**src/rtl/cfgld_pkg.sv**
```systemverilog
package cfgld_pkg;

  localparam int LINE_W  = 26;
  localparam int CORE_W  = 4;
  localparam int SEED_W  = 13;
  localparam int ITER_W  = 6;
  localparam int NSTEP   = 8;
  localparam int STEP_W  = 13;
  localparam int TADDR_W = 10;
  localparam int SCALE_W = 8;
  localparam int MODE_W  = 2;
  localparam int BLK_W   = 13;
  localparam int NCORE_W = 4;
  localparam int SIDX_W  = 6;
  localparam int WSZ_W   = 7;
  localparam int WCNT_W  = 4;
  localparam int WID_W   = 4;
  localparam int LAST_LINE = 10;

  typedef struct packed {
    logic [CORE_W-1:0]              core_id;
    logic                           tail;
    logic [SEED_W-1:0]              seed_a;
    logic [SEED_W-1:0]              seed_b;
    logic [ITER_W-1:0]              iter_init;
    logic [ITER_W-1:0]              iter_max;
    logic [ITER_W-1:0]              trellis_states;
    logic [ITER_W-1:0]              step_count;
    logic [NSTEP-1:0][STEP_W-1:0]   step;
    logic [TADDR_W-1:0]             tail_base;
    logic [SCALE_W-1:0]             ext_scale;
    logic [MODE_W-1:0]              std_mode;
    logic [STEP_W-1:0]              prev_step;
    logic [BLK_W-1:0]               block_len;
    logic [NCORE_W-1:0]             core_count;
    logic [SIDX_W-1:0]              step_index;
    logic [WSZ_W-1:0]               win_len;
    logic [WSZ_W-1:0]               last_win_len;
    logic [WCNT_W-1:0]              win_cnt;
    logic [WID_W-1:0]               tail_win_id;
    logic [WCNT_W-1:0]              tail_win_cnt;
  } cfg_params_t;

  typedef enum logic [1:0] {
    SQ_IDLE   = 2'd0,
    SQ_SETUP  = 2'd1,
    SQ_READ   = 2'd2,
    SQ_FINISH = 2'd3
  } seq_state_t;

  // Place one configuration line into the parameter set; lines past the
  // last defined one leave it unchanged.
  function automatic cfg_params_t cfg_merge(input cfg_params_t cur,
                                            input int line,
                                            input logic [LINE_W-1:0] d);
    cfg_params_t p;
    int k;
    p = cur;
    k = 0;
    case (line)
      0: begin
        p.core_id = d[CORE_W-1:0];
        p.tail    = d[LINE_W-1];
      end
      1: begin
        p.seed_a = d[25:13];
        p.seed_b = d[12:0];
      end
      2: begin
        p.iter_init      = d[23:18];
        p.iter_max       = d[17:12];
        p.trellis_states = d[11:6];
        p.step_count     = d[5:0];
      end
      3, 4, 5, 6: begin
        k = 2 * (line - 3);
        p.step[k]     = d[25:13];
        p.step[k + 1] = d[12:0];
      end
      7: begin
        p.tail_base = d[25:16];
        p.ext_scale = d[15:8];
        p.std_mode  = d[1:0];
      end
      8: begin
        p.prev_step = d[25:13];
        p.block_len = d[12:0];
      end
      9: begin
        p.core_count   = d[23:20];
        p.step_index   = d[19:14];
        p.win_len      = d[13:7];
        p.last_win_len = d[6:0];
      end
      LAST_LINE: begin
        p.win_cnt      = d[11:8];
        p.tail_win_id  = d[7:4];
        p.tail_win_cnt = d[3:0];
      end
      default: ;
    endcase
    return p;
  endfunction

endpackage

```
**src/rtl/cfgld_seq.sv**
```systemverilog
module cfgld_seq
  import cfgld_pkg::*;
#(
  parameter int ADDR_W = 4
) (
  input  logic              clk,
  input  logic              rst,
  input  logic              start,
  input  logic [ADDR_W:0]   cfg_len,
  output logic              accept,
  output logic              busy,
  output logic              commit,
  output logic              rd_en,
  output logic [ADDR_W-1:0] rd_addr,
  output logic              cap_vld,
  output logic [ADDR_W-1:0] cap_addr
);

  localparam int DEPTH = 1 << ADDR_W;
  localparam logic [ADDR_W:0] DEPTH_V = (ADDR_W + 1)'(DEPTH);

  seq_state_t        state_q;
  logic [ADDR_W:0]   len_q;
  logic [ADDR_W:0]   len_clamped;
  logic              last_addr;

  assign len_clamped = (cfg_len > DEPTH_V) ? DEPTH_V : cfg_len;
  assign last_addr   = ({1'b0, rd_addr} == (len_q - 1'b1));

  assign accept = (state_q == SQ_IDLE) && start;
  assign busy   = (state_q != SQ_IDLE);
  assign commit = (state_q == SQ_FINISH);

  always_ff @(posedge clk) begin
    if (rst) begin
      state_q  <= SQ_IDLE;
      len_q    <= '0;
      rd_en    <= 1'b0;
      rd_addr  <= '0;
      cap_vld  <= 1'b0;
      cap_addr <= '0;
    end else begin
      cap_vld  <= rd_en;
      cap_addr <= rd_addr;
      case (state_q)
        SQ_IDLE: begin
          if (start) begin
            len_q   <= len_clamped;
            state_q <= SQ_SETUP;
          end
        end
        SQ_SETUP: begin
          rd_addr <= '0;
          if (len_q == '0) begin
            state_q <= SQ_FINISH;
          end else begin
            rd_en   <= 1'b1;
            state_q <= SQ_READ;
          end
        end
        SQ_READ: begin
          if (last_addr) begin
            rd_en   <= 1'b0;
            state_q <= SQ_FINISH;
          end else begin
            rd_addr <= rd_addr + 1'b1;
          end
        end
        default: begin
          state_q <= SQ_IDLE;
        end
      endcase
    end
  end

endmodule

```
**src/rtl/cfgld_unpack.sv**
```systemverilog
module cfgld_unpack
  import cfgld_pkg::*;
#(
  parameter int ADDR_W = 4
) (
  input  logic              clk,
  input  logic              rst,
  input  logic              accept,
  input  cfg_params_t       applied,
  input  logic              cap_vld,
  input  logic [ADDR_W-1:0] cap_addr,
  input  logic [LINE_W-1:0] rd_data,
  output cfg_params_t       merged
);

  cfg_params_t shadow_q;

  assign merged = cap_vld ? cfg_merge(shadow_q, int'(cap_addr), rd_data)
                          : shadow_q;

  always_ff @(posedge clk) begin
    if (rst) begin
      shadow_q <= '0;
    end else if (accept) begin
      shadow_q <= applied;
    end else if (cap_vld) begin
      shadow_q <= merged;
    end
  end

endmodule

```
**src/rtl/cfgld_range.sv**
```systemverilog
module cfgld_range
  import cfgld_pkg::*;
#(
  parameter int MAX_WIN  = 64,
  parameter int MAX_WCNT = 12
) (
  input  cfg_params_t p,
  output logic        bad
);

  logic win_bad;
  logic cnt_bad;

  assign win_bad = (int'(p.win_len) > MAX_WIN) || (int'(p.last_win_len) > MAX_WIN);
  assign cnt_bad = (int'(p.win_cnt) > MAX_WCNT) || (int'(p.tail_win_cnt) > MAX_WCNT);
  assign bad     = win_bad || cnt_bad;

endmodule

```
**src/rtl/cfg_line_loader.sv**
```systemverilog
module cfg_line_loader
  import cfgld_pkg::*;
#(
  parameter int ADDR_W   = 4,
  parameter int MAX_WIN  = 64,
  parameter int MAX_WCNT = 12
) (
  input  logic                     clk,
  input  logic                     rst,
  input  logic                     start,
  input  logic [ADDR_W:0]          cfg_len,
  output logic                     cfg_rd_en,
  output logic [ADDR_W-1:0]        cfg_rd_addr,
  input  logic [LINE_W-1:0]        cfg_rd_data,
  output logic                     busy,
  output logic                     ready,
  output logic                     cfg_err,
  output logic [CORE_W-1:0]        core_id,
  output logic                     tail_en,
  output logic [SEED_W-1:0]        seed_a,
  output logic [SEED_W-1:0]        seed_b,
  output logic [ITER_W-1:0]        iter_init,
  output logic [ITER_W-1:0]        iter_max,
  output logic [ITER_W-1:0]        trellis_states,
  output logic [ITER_W-1:0]        step_count,
  output logic [NSTEP*STEP_W-1:0]  step_vals,
  output logic [TADDR_W-1:0]       tail_base,
  output logic [SCALE_W-1:0]       ext_scale,
  output logic [MODE_W-1:0]        std_mode,
  output logic [STEP_W-1:0]        prev_step,
  output logic [BLK_W-1:0]         block_len,
  output logic [NCORE_W-1:0]       core_count,
  output logic [SIDX_W-1:0]        step_index,
  output logic [WSZ_W-1:0]         win_len,
  output logic [WSZ_W-1:0]         last_win_len,
  output logic [WCNT_W-1:0]        win_cnt,
  output logic [WID_W-1:0]         tail_win_id,
  output logic [WCNT_W-1:0]        tail_win_cnt
);

  logic              accept;
  logic              commit;
  logic              cap_vld;
  logic [ADDR_W-1:0] cap_addr;
  logic              bad;
  cfg_params_t       applied_q;
  cfg_params_t       merged;

  cfgld_seq #(.ADDR_W(ADDR_W)) seq_i (
    .clk      (clk),
    .rst      (rst),
    .start    (start),
    .cfg_len  (cfg_len),
    .accept   (accept),
    .busy     (busy),
    .commit   (commit),
    .rd_en    (cfg_rd_en),
    .rd_addr  (cfg_rd_addr),
    .cap_vld  (cap_vld),
    .cap_addr (cap_addr)
  );

  cfgld_unpack #(.ADDR_W(ADDR_W)) unpack_i (
    .clk      (clk),
    .rst      (rst),
    .accept   (accept),
    .applied  (applied_q),
    .cap_vld  (cap_vld),
    .cap_addr (cap_addr),
    .rd_data  (cfg_rd_data),
    .merged   (merged)
  );

  cfgld_range #(.MAX_WIN(MAX_WIN), .MAX_WCNT(MAX_WCNT)) range_i (
    .p   (merged),
    .bad (bad)
  );

  always_ff @(posedge clk) begin
    if (rst) begin
      applied_q <= '0;
      ready     <= 1'b0;
      cfg_err   <= 1'b0;
    end else if (accept) begin
      ready   <= 1'b0;
      cfg_err <= 1'b0;
    end else if (commit) begin
      if (bad) begin
        cfg_err <= 1'b1;
      end else begin
        ready     <= 1'b1;
        applied_q <= merged;
      end
    end
  end

  assign core_id        = applied_q.core_id;
  assign tail_en        = applied_q.tail;
  assign seed_a         = applied_q.seed_a;
  assign seed_b         = applied_q.seed_b;
  assign iter_init      = applied_q.iter_init;
  assign iter_max       = applied_q.iter_max;
  assign trellis_states = applied_q.trellis_states;
  assign step_count     = applied_q.step_count;
  assign step_vals      = applied_q.step;
  assign tail_base      = applied_q.tail_base;
  assign ext_scale      = applied_q.ext_scale;
  assign std_mode       = applied_q.std_mode;
  assign prev_step      = applied_q.prev_step;
  assign block_len      = applied_q.block_len;
  assign core_count     = applied_q.core_count;
  assign step_index     = applied_q.step_index;
  assign win_len        = applied_q.win_len;
  assign last_win_len   = applied_q.last_win_len;
  assign win_cnt        = applied_q.win_cnt;
  assign tail_win_id    = applied_q.tail_win_id;
  assign tail_win_cnt   = applied_q.tail_win_cnt;

endmodule

```
**config.mk**
```make
export PLATFORM = sky130hd
export DESIGN_NAME = cfg_line_loader
export DESIGN_NICKNAME = d
export VERILOG_FILES = /design/src/rtl/cfgld_pkg.sv /design/src/rtl/cfgld_seq.sv /design/src/rtl/cfgld_unpack.sv /design/src/rtl/cfgld_range.sv /design/src/rtl/cfg_line_loader.sv
export SDC_FILE = /design/constraint.sdc
export NUM_CORES = 1
export LEC_CHECK = 0
export BUFFER_PORTS_ARGS = -buffer_cell sky130_fd_sc_hd__buf_4
export CAP_MARGIN = 15
export CORE_ASPECT_RATIO = 1.75
export CORE_UTILIZATION = 53
export DETAILED_ROUTE_END_ITERATION = 16
export PLACE_DENSITY = 0.77
export SLEW_MARGIN = 20
export SYNTH_ARGS = -nofsm -noshare
export SYNTH_HDL_FRONTEND = slang
export SYNTH_SLANG_ARGS = --single-unit
```
**constraint.sdc**
```tcl
create_clock -name clk -period 2.7 [get_ports clk]
set_input_delay 0.54 -clock clk [delete_from_list [all_inputs] [get_ports clk]]
set_output_delay 0.54 -clock clk [all_outputs]
set_load 0.01 [all_outputs]
```
==> flow_results.xml <==
<?xml version="1.0" encoding="UTF-8"?>
<metrics>
  <group name="yosys">
    <metric name="main_combinational_cell_family_by_area_after_synthesis" unit="">compound AO/OA/AOI/OAI gates</metric>
    <metric name="ys_seq_elements" unit="">501</metric>
    <metric name="syn_avg_cell_area" unit="sq um">10.95</metric>
    <metric name="synth.lib_cells_used.distinct" unit="">51</metric>
    <metric name="synthMuxAreaShare" unit="">0.1091</metric>
    <metric name="synth-warning-count" unit="">0</metric>
    <metric name="synthXorXnorAreaFrac" unit="">0.001955</metric>
    <metric name="synth_compound_area_frac" unit="">0.2270</metric>
    <metric name="netlist.top_cell.by_area" unit="">sky130_fd_sc_hd__dfxtp_1</metric>
    <metric name="netlist.area_leader.share" unit="">0.4477</metric>
    <metric name="adder_cell_fraction_of_synth_area" unit="">0.003351</metric>
    <metric name="synth_top_cells_by_area" unit="">sky130_fd_sc_hd__dfxtp_1 45%, sky130_fd_sc_hd__a211oi_2 13%, sky130_fd_sc_hd__mux2i_1 11%, sky130_fd_sc_hd__a211oi_1 8.2%, sky130_fd_sc_hd__nor2_2 6.7%</metric>
    <metric name="synth-edff-count" unit="">0</metric>
    <metric name="seq_area_frac_synth" unit="">0.4477</metric>
    <metric name="yosys.area_share.simple" unit="">0.1260</metric>
    <metric name="syn_inst" unit="">2046</metric>
    <metric name="netlist_area" unit="sq um">22400</metric>
    <metric name="synth_ff_type" unit="">sky130_fd_sc_hd__dfxtp_1</metric>
    <metric name="asr_flop_ratio_synth" unit="">0</metric>
    <metric name="synth_nets" unit="">2086</metric>
  </group>
  <group name="finish">
    <metric name="mostFrequentLayoutCells" unit="">501 x sky130_fd_sc_hd__dfxtp_1, 354 x sky130_fd_sc_hd__buf_4, 259 x sky130_fd_sc_hd__nor2_1, 245 x sky130_fd_sc_hd__a211oi_1, 243 x sky130_fd_sc_hd__mux2i_1</metric>
    <metric name="area_growth" unit="%">17.56</metric>
    <metric name="fill_count" unit="">3317</metric>
    <metric name="num-nets-final" unit="">2317</metric>
    <metric name="final_cell_area" unit="sq um">26340</metric>
    <metric name="layout_commonest_cell" unit="">sky130_fd_sc_hd__dfxtp_1</metric>
    <metric name="drive_gt1_frac" unit="">0.4168</metric>
    <metric name="layout.cells.non_filler" unit="">2866</metric>
    <metric name="utilization" unit="">0.6310</metric>
  </group>
  <group name="placed_design">
    <metric name="placedInstanceArea" unit="sq um">24840</metric>
    <metric name="dp.cells" unit="">2785</metric>
    <metric name="post-dp-hpwl" unit="mm">40.90</metric>
    <metric name="pre_cts_slack" unit="ps">-195.4</metric>
    <metric name="portBuffers" unit="">282</metric>
    <metric name="place_congestion" unit="">0.8059</metric>
  </group>
  <group name="min_path">
    <metric name="min_delay_worst_endpoint" unit="">seq_i.len_q[4]</metric>
    <metric name="timing.hold.worst.start" unit="">cfg_len[4]</metric>
    <metric name="timing.hold.worst_path_depth" unit="">3</metric>
    <metric name="class_of_the_tightest_hold_or_removal_check" unit="">in2reg</metric>
  </group>
  <group name="global_routing">
    <metric name="grt_antenna_before_repair" unit="">5</metric>
    <metric name="gr-usage-all-layers" unit="">0.2853</metric>
    <metric name="maximum_number_of_pins_on_one_net_before_global_route_repair" unit="">89</metric>
    <metric name="globalRoute.totalOverflow" unit="">0</metric>
    <metric name="grt_pass1_vias" unit="">16590</metric>
    <metric name="grt_pass1_wl" unit="mm">94.47</metric>
  </group>
  <group name="cts">
    <metric name="hold_fix_buffers_cts" unit="">0</metric>
    <metric name="buffers_inserted_during_post_cts_setup_optimization" unit="">0</metric>
    <metric name="clock_insertion_delay_worst_skew" unit="ps">560</metric>
    <metric name="cts-root-buf" unit="">sky130_fd_sc_hd__clkbuf_16</metric>
    <metric name="htree_levels" unit="">2</metric>
    <metric name="clock_tree.buffer_depth" unit="">3</metric>
    <metric name="tritoncts" unit="">done</metric>
    <metric name="cts.sink_count" unit="">501</metric>
    <metric name="numCtsBuffers" unit="">45</metric>
    <metric name="clk_pin_slew_worst_paths" unit="ps">60</metric>
  </group>
  <group name="critical_path">
    <metric name="r2r.worst_path.cells" unit="">9</metric>
    <metric name="worst-path-max-fanout" unit="">14</metric>
    <metric name="r2r_setup_slack" unit="ps">120</metric>
    <metric name="worst_path_max_delay_cell" unit="">sky130_fd_sc_hd__a221o_2</metric>
    <metric name="timing.critical_path.required" unit="ps">3150</metric>
    <metric name="critical_path_class" unit="">reg2reg</metric>
    <metric name="crit_top_cell" unit="">sky130_fd_sc_hd__buf_12</metric>
    <metric name="end_kind" unit="">register</metric>
    <metric name="destination_of_the_worst_register_to_register_timing_path" unit="">last_win_len[0]</metric>
    <metric name="crit-reg2reg-launch" unit="">unpack_i.shadow_q[14]</metric>
    <metric name="cp_cell_sequence" unit="">nor4_2 -&gt; nand2_1 -&gt; a221o_2 -&gt; a2111oi_4 -&gt; buf_4 -&gt; buf_12 -&gt; buf_12 -&gt; nor2_1 -&gt; a211oi_1</metric>
    <metric name="cp-start-kind" unit="">register</metric>
    <metric name="cpPeakStageDelay" unit="ps">460</metric>
    <metric name="timing.critical_path.arrival" unit="ps">3030</metric>
  </group>
  <group name="sta">
    <metric name="finalClockSkew" unit="ps">17.83</metric>
    <metric name="tightestPinTransition" unit="ps">900.1</metric>
    <metric name="hold_viol_final" unit="">0</metric>
    <metric name="slew_headroom" unit="">0.3978</metric>
    <metric name="worst_hold_slack" unit="ps">267.8</metric>
    <metric name="finalCritPeriodShare" unit="">0.9555</metric>
    <metric name="fin_crit" unit="ps">2580</metric>
    <metric name="final_max_slew_viol_count" unit="">0</metric>
    <metric name="final.setup.worst_slack" unit="ps">120.2</metric>
    <metric name="setup-violations-final" unit="">0</metric>
    <metric name="grt_setup_unrepaired" unit="">true</metric>
    <metric name="sum_of_negative_setup_slack" unit="ps">0</metric>
    <metric name="fmax" unit="GHz">0.3876</metric>
  </group>
  <group name="power_and_ir_drop">
    <metric name="post-layout-total-power" unit="mW">22.33</metric>
    <metric name="worst_ir_drop_vdd" unit="mV">0.6250</metric>
    <metric name="cellPowerDensity" unit="nW/um^2">847.7</metric>
    <metric name="power.leakage" unit="nW">10.11</metric>
  </group>
  <group name="routing">
    <metric name="drt_first_iter_violations" unit="">1031</metric>
    <metric name="route.antenna.remaining_nets" unit="">0</metric>
    <metric name="avgViaCountPerCell" unit="">5.822</metric>
    <metric name="drcViolationCount" unit="">0</metric>
    <metric name="totalWireLength" unit="mm">61.56</metric>
    <metric name="drt-wirelength-per-cell" unit="um">21.48</metric>
    <metric name="drt_pre_antenna_iters" unit="">5</metric>
    <metric name="via_count" unit="">16686</metric>
  </group>
  <group name="run">
    <metric name="maxCapViolations" unit="">0</metric>
  </group>
  <group name="floorplanning">
    <metric name="dieHeight" unit="um">274.0</metric>
    <metric name="pin_count" unit="">283</metric>
    <metric name="design.die.area" unit="sq um">43130</metric>
    <metric name="chipWidth" unit="um">157.4</metric>
    <metric name="floorplan.rows" unit="">99</metric>
    <metric name="initial_core_utilization" unit="">0.5367</metric>
    <metric name="core_area" unit="sq um">41740</metric>
  </group>
  <group name="run_status">
    <metric name="status" unit="">completed</metric>
  </group>
</metrics>
## Yosys cell counts, drive strengths merged, types with 2 or more instances
| cell type | number |
|---|---|
| mux2i | 243 |
| dfxtp | 501 |
| o211ai | 4 |
| inv | 8 |
| a211oi | 485 |
| dlygate4sd3 | 18 |
| nor4 | 3 |
| nor2b | 7 |
| nand3 | 6 |
| nor2 | 500 |
| a21oi | 9 |
| a31oi | 3 |
| o31ai | 2 |
| clkbuf | 96 |
| or4 | 2 |
| xnor2 | 2 |
| nor3 | 4 |
| nand2 | 17 |
| or3 | 3 |
| xor2 | 3 |
| nand2b | 3 |
| buf | 97 |
| nor3b | 6 |
| ha | 6 |
| o21ai | 4 |
## area by class of cell
| class | instances | area, sq um | share of cell area |
|---|---|---|---|
| antenna | 3 | 7.507 | 0.0002850 |
| inverter | 8 | 30.03 | 0.001140 |
| multi-input combinational | 1325 | 10600 | 0.4025 |
| tap | 555 | 694.4 | 0.02636 |
| clock buffer | 62 | 1262 | 0.04793 |
| timing repair buffer | 396 | 3493 | 0.1326 |
| clock inverter | 16 | 221.5 | 0.008408 |
| sequential | 501 | 10030 | 0.3808 |
## cells by family (layout without fill, tap and decap cells)
logic type | count (synthesis) | count (layout)
AND/OR/NAND/NOR | 555 | 555
AO/OA/AOI/OAI | 515 | 515
flip-flops | 501 | 501
multiplexers | 244 | 244
buffers and inverters | 220 | 482
adder cells (fa/ha/maj) | 6 | 6
XOR/XNOR | 5 | 5
other | 0 | 3
## worst max-delay path by stage
| stage | startpoint | end |
|---|---|---|
| after floorplan | cfg_rd_data[5] | step_count[0] |
| after global placement | cfg_rd_data[10] | tail_base[5] |
| after detailed placement | cfg_rd_data[10] | tail_base[4] |
| after CTS | unpack_i.shadow_q[14] | last_win_len[0] |
| after global routing | unpack_i.shadow_q[14] | last_win_len[0] |
| final | unpack_i.shadow_q[14] | last_win_len[0] |
## routing by layer
layer	wire [um]	track usage
met1	24730	0.3439
met5	17	0
met3	3387	0.04868
met4	3235	0.1515
met2	30190	0.4810
## repair_timing
action / CTS / global route
endpoints found under the hold margin: 0 / 0
endpoints found under the setup margin: 0 / 17
gates resized for setup: 0 / 1
## sequential cells by signal, indices dropped and copies added (netlist names), 4 cells and up
| name | cells |
|---|---|
| seq_i.len_q | 5 |
| core_count | 4 |
| win_len | 7 |
| win_cnt | 4 |
| step_count | 6 |
| ext_scale | 8 |
| seed_b | 13 |
| step_vals | 104 |
| seq_i.rd_addr | 4 |
| tail_win_id | 4 |
| tail_win_cnt | 4 |
| step_index | 6 |
| tail_base | 10 |
| last_win_len | 7 |
| iter_init | 6 |
| unpack_i.shadow_q | 241 |
| trellis_states | 6 |
| core_id | 4 |
| seq_i.cap_addr | 4 |
| seed_a | 13 |
| prev_step | 13 |
| iter_max | 6 |
| block_len | 13 |
## critical path, delay by kind of cell (launching register included)
family	cells	cell delay [ps]
compound gates	3	1080
buf+inv	3	560
simple gates	3	500
flops	1	320
## power by group
| group | internal [mW] | leakage, nW | switching, mW |
|---|---|---|---|
| registers | 8.72 | 4.08 | 0.731 |
| clock network | 3.76 | 0.722 | 2.80 |
| logic | 2.56 | 5.30 | 3.76 |
No activity file was read; power rests on OpenSTA's default activity.
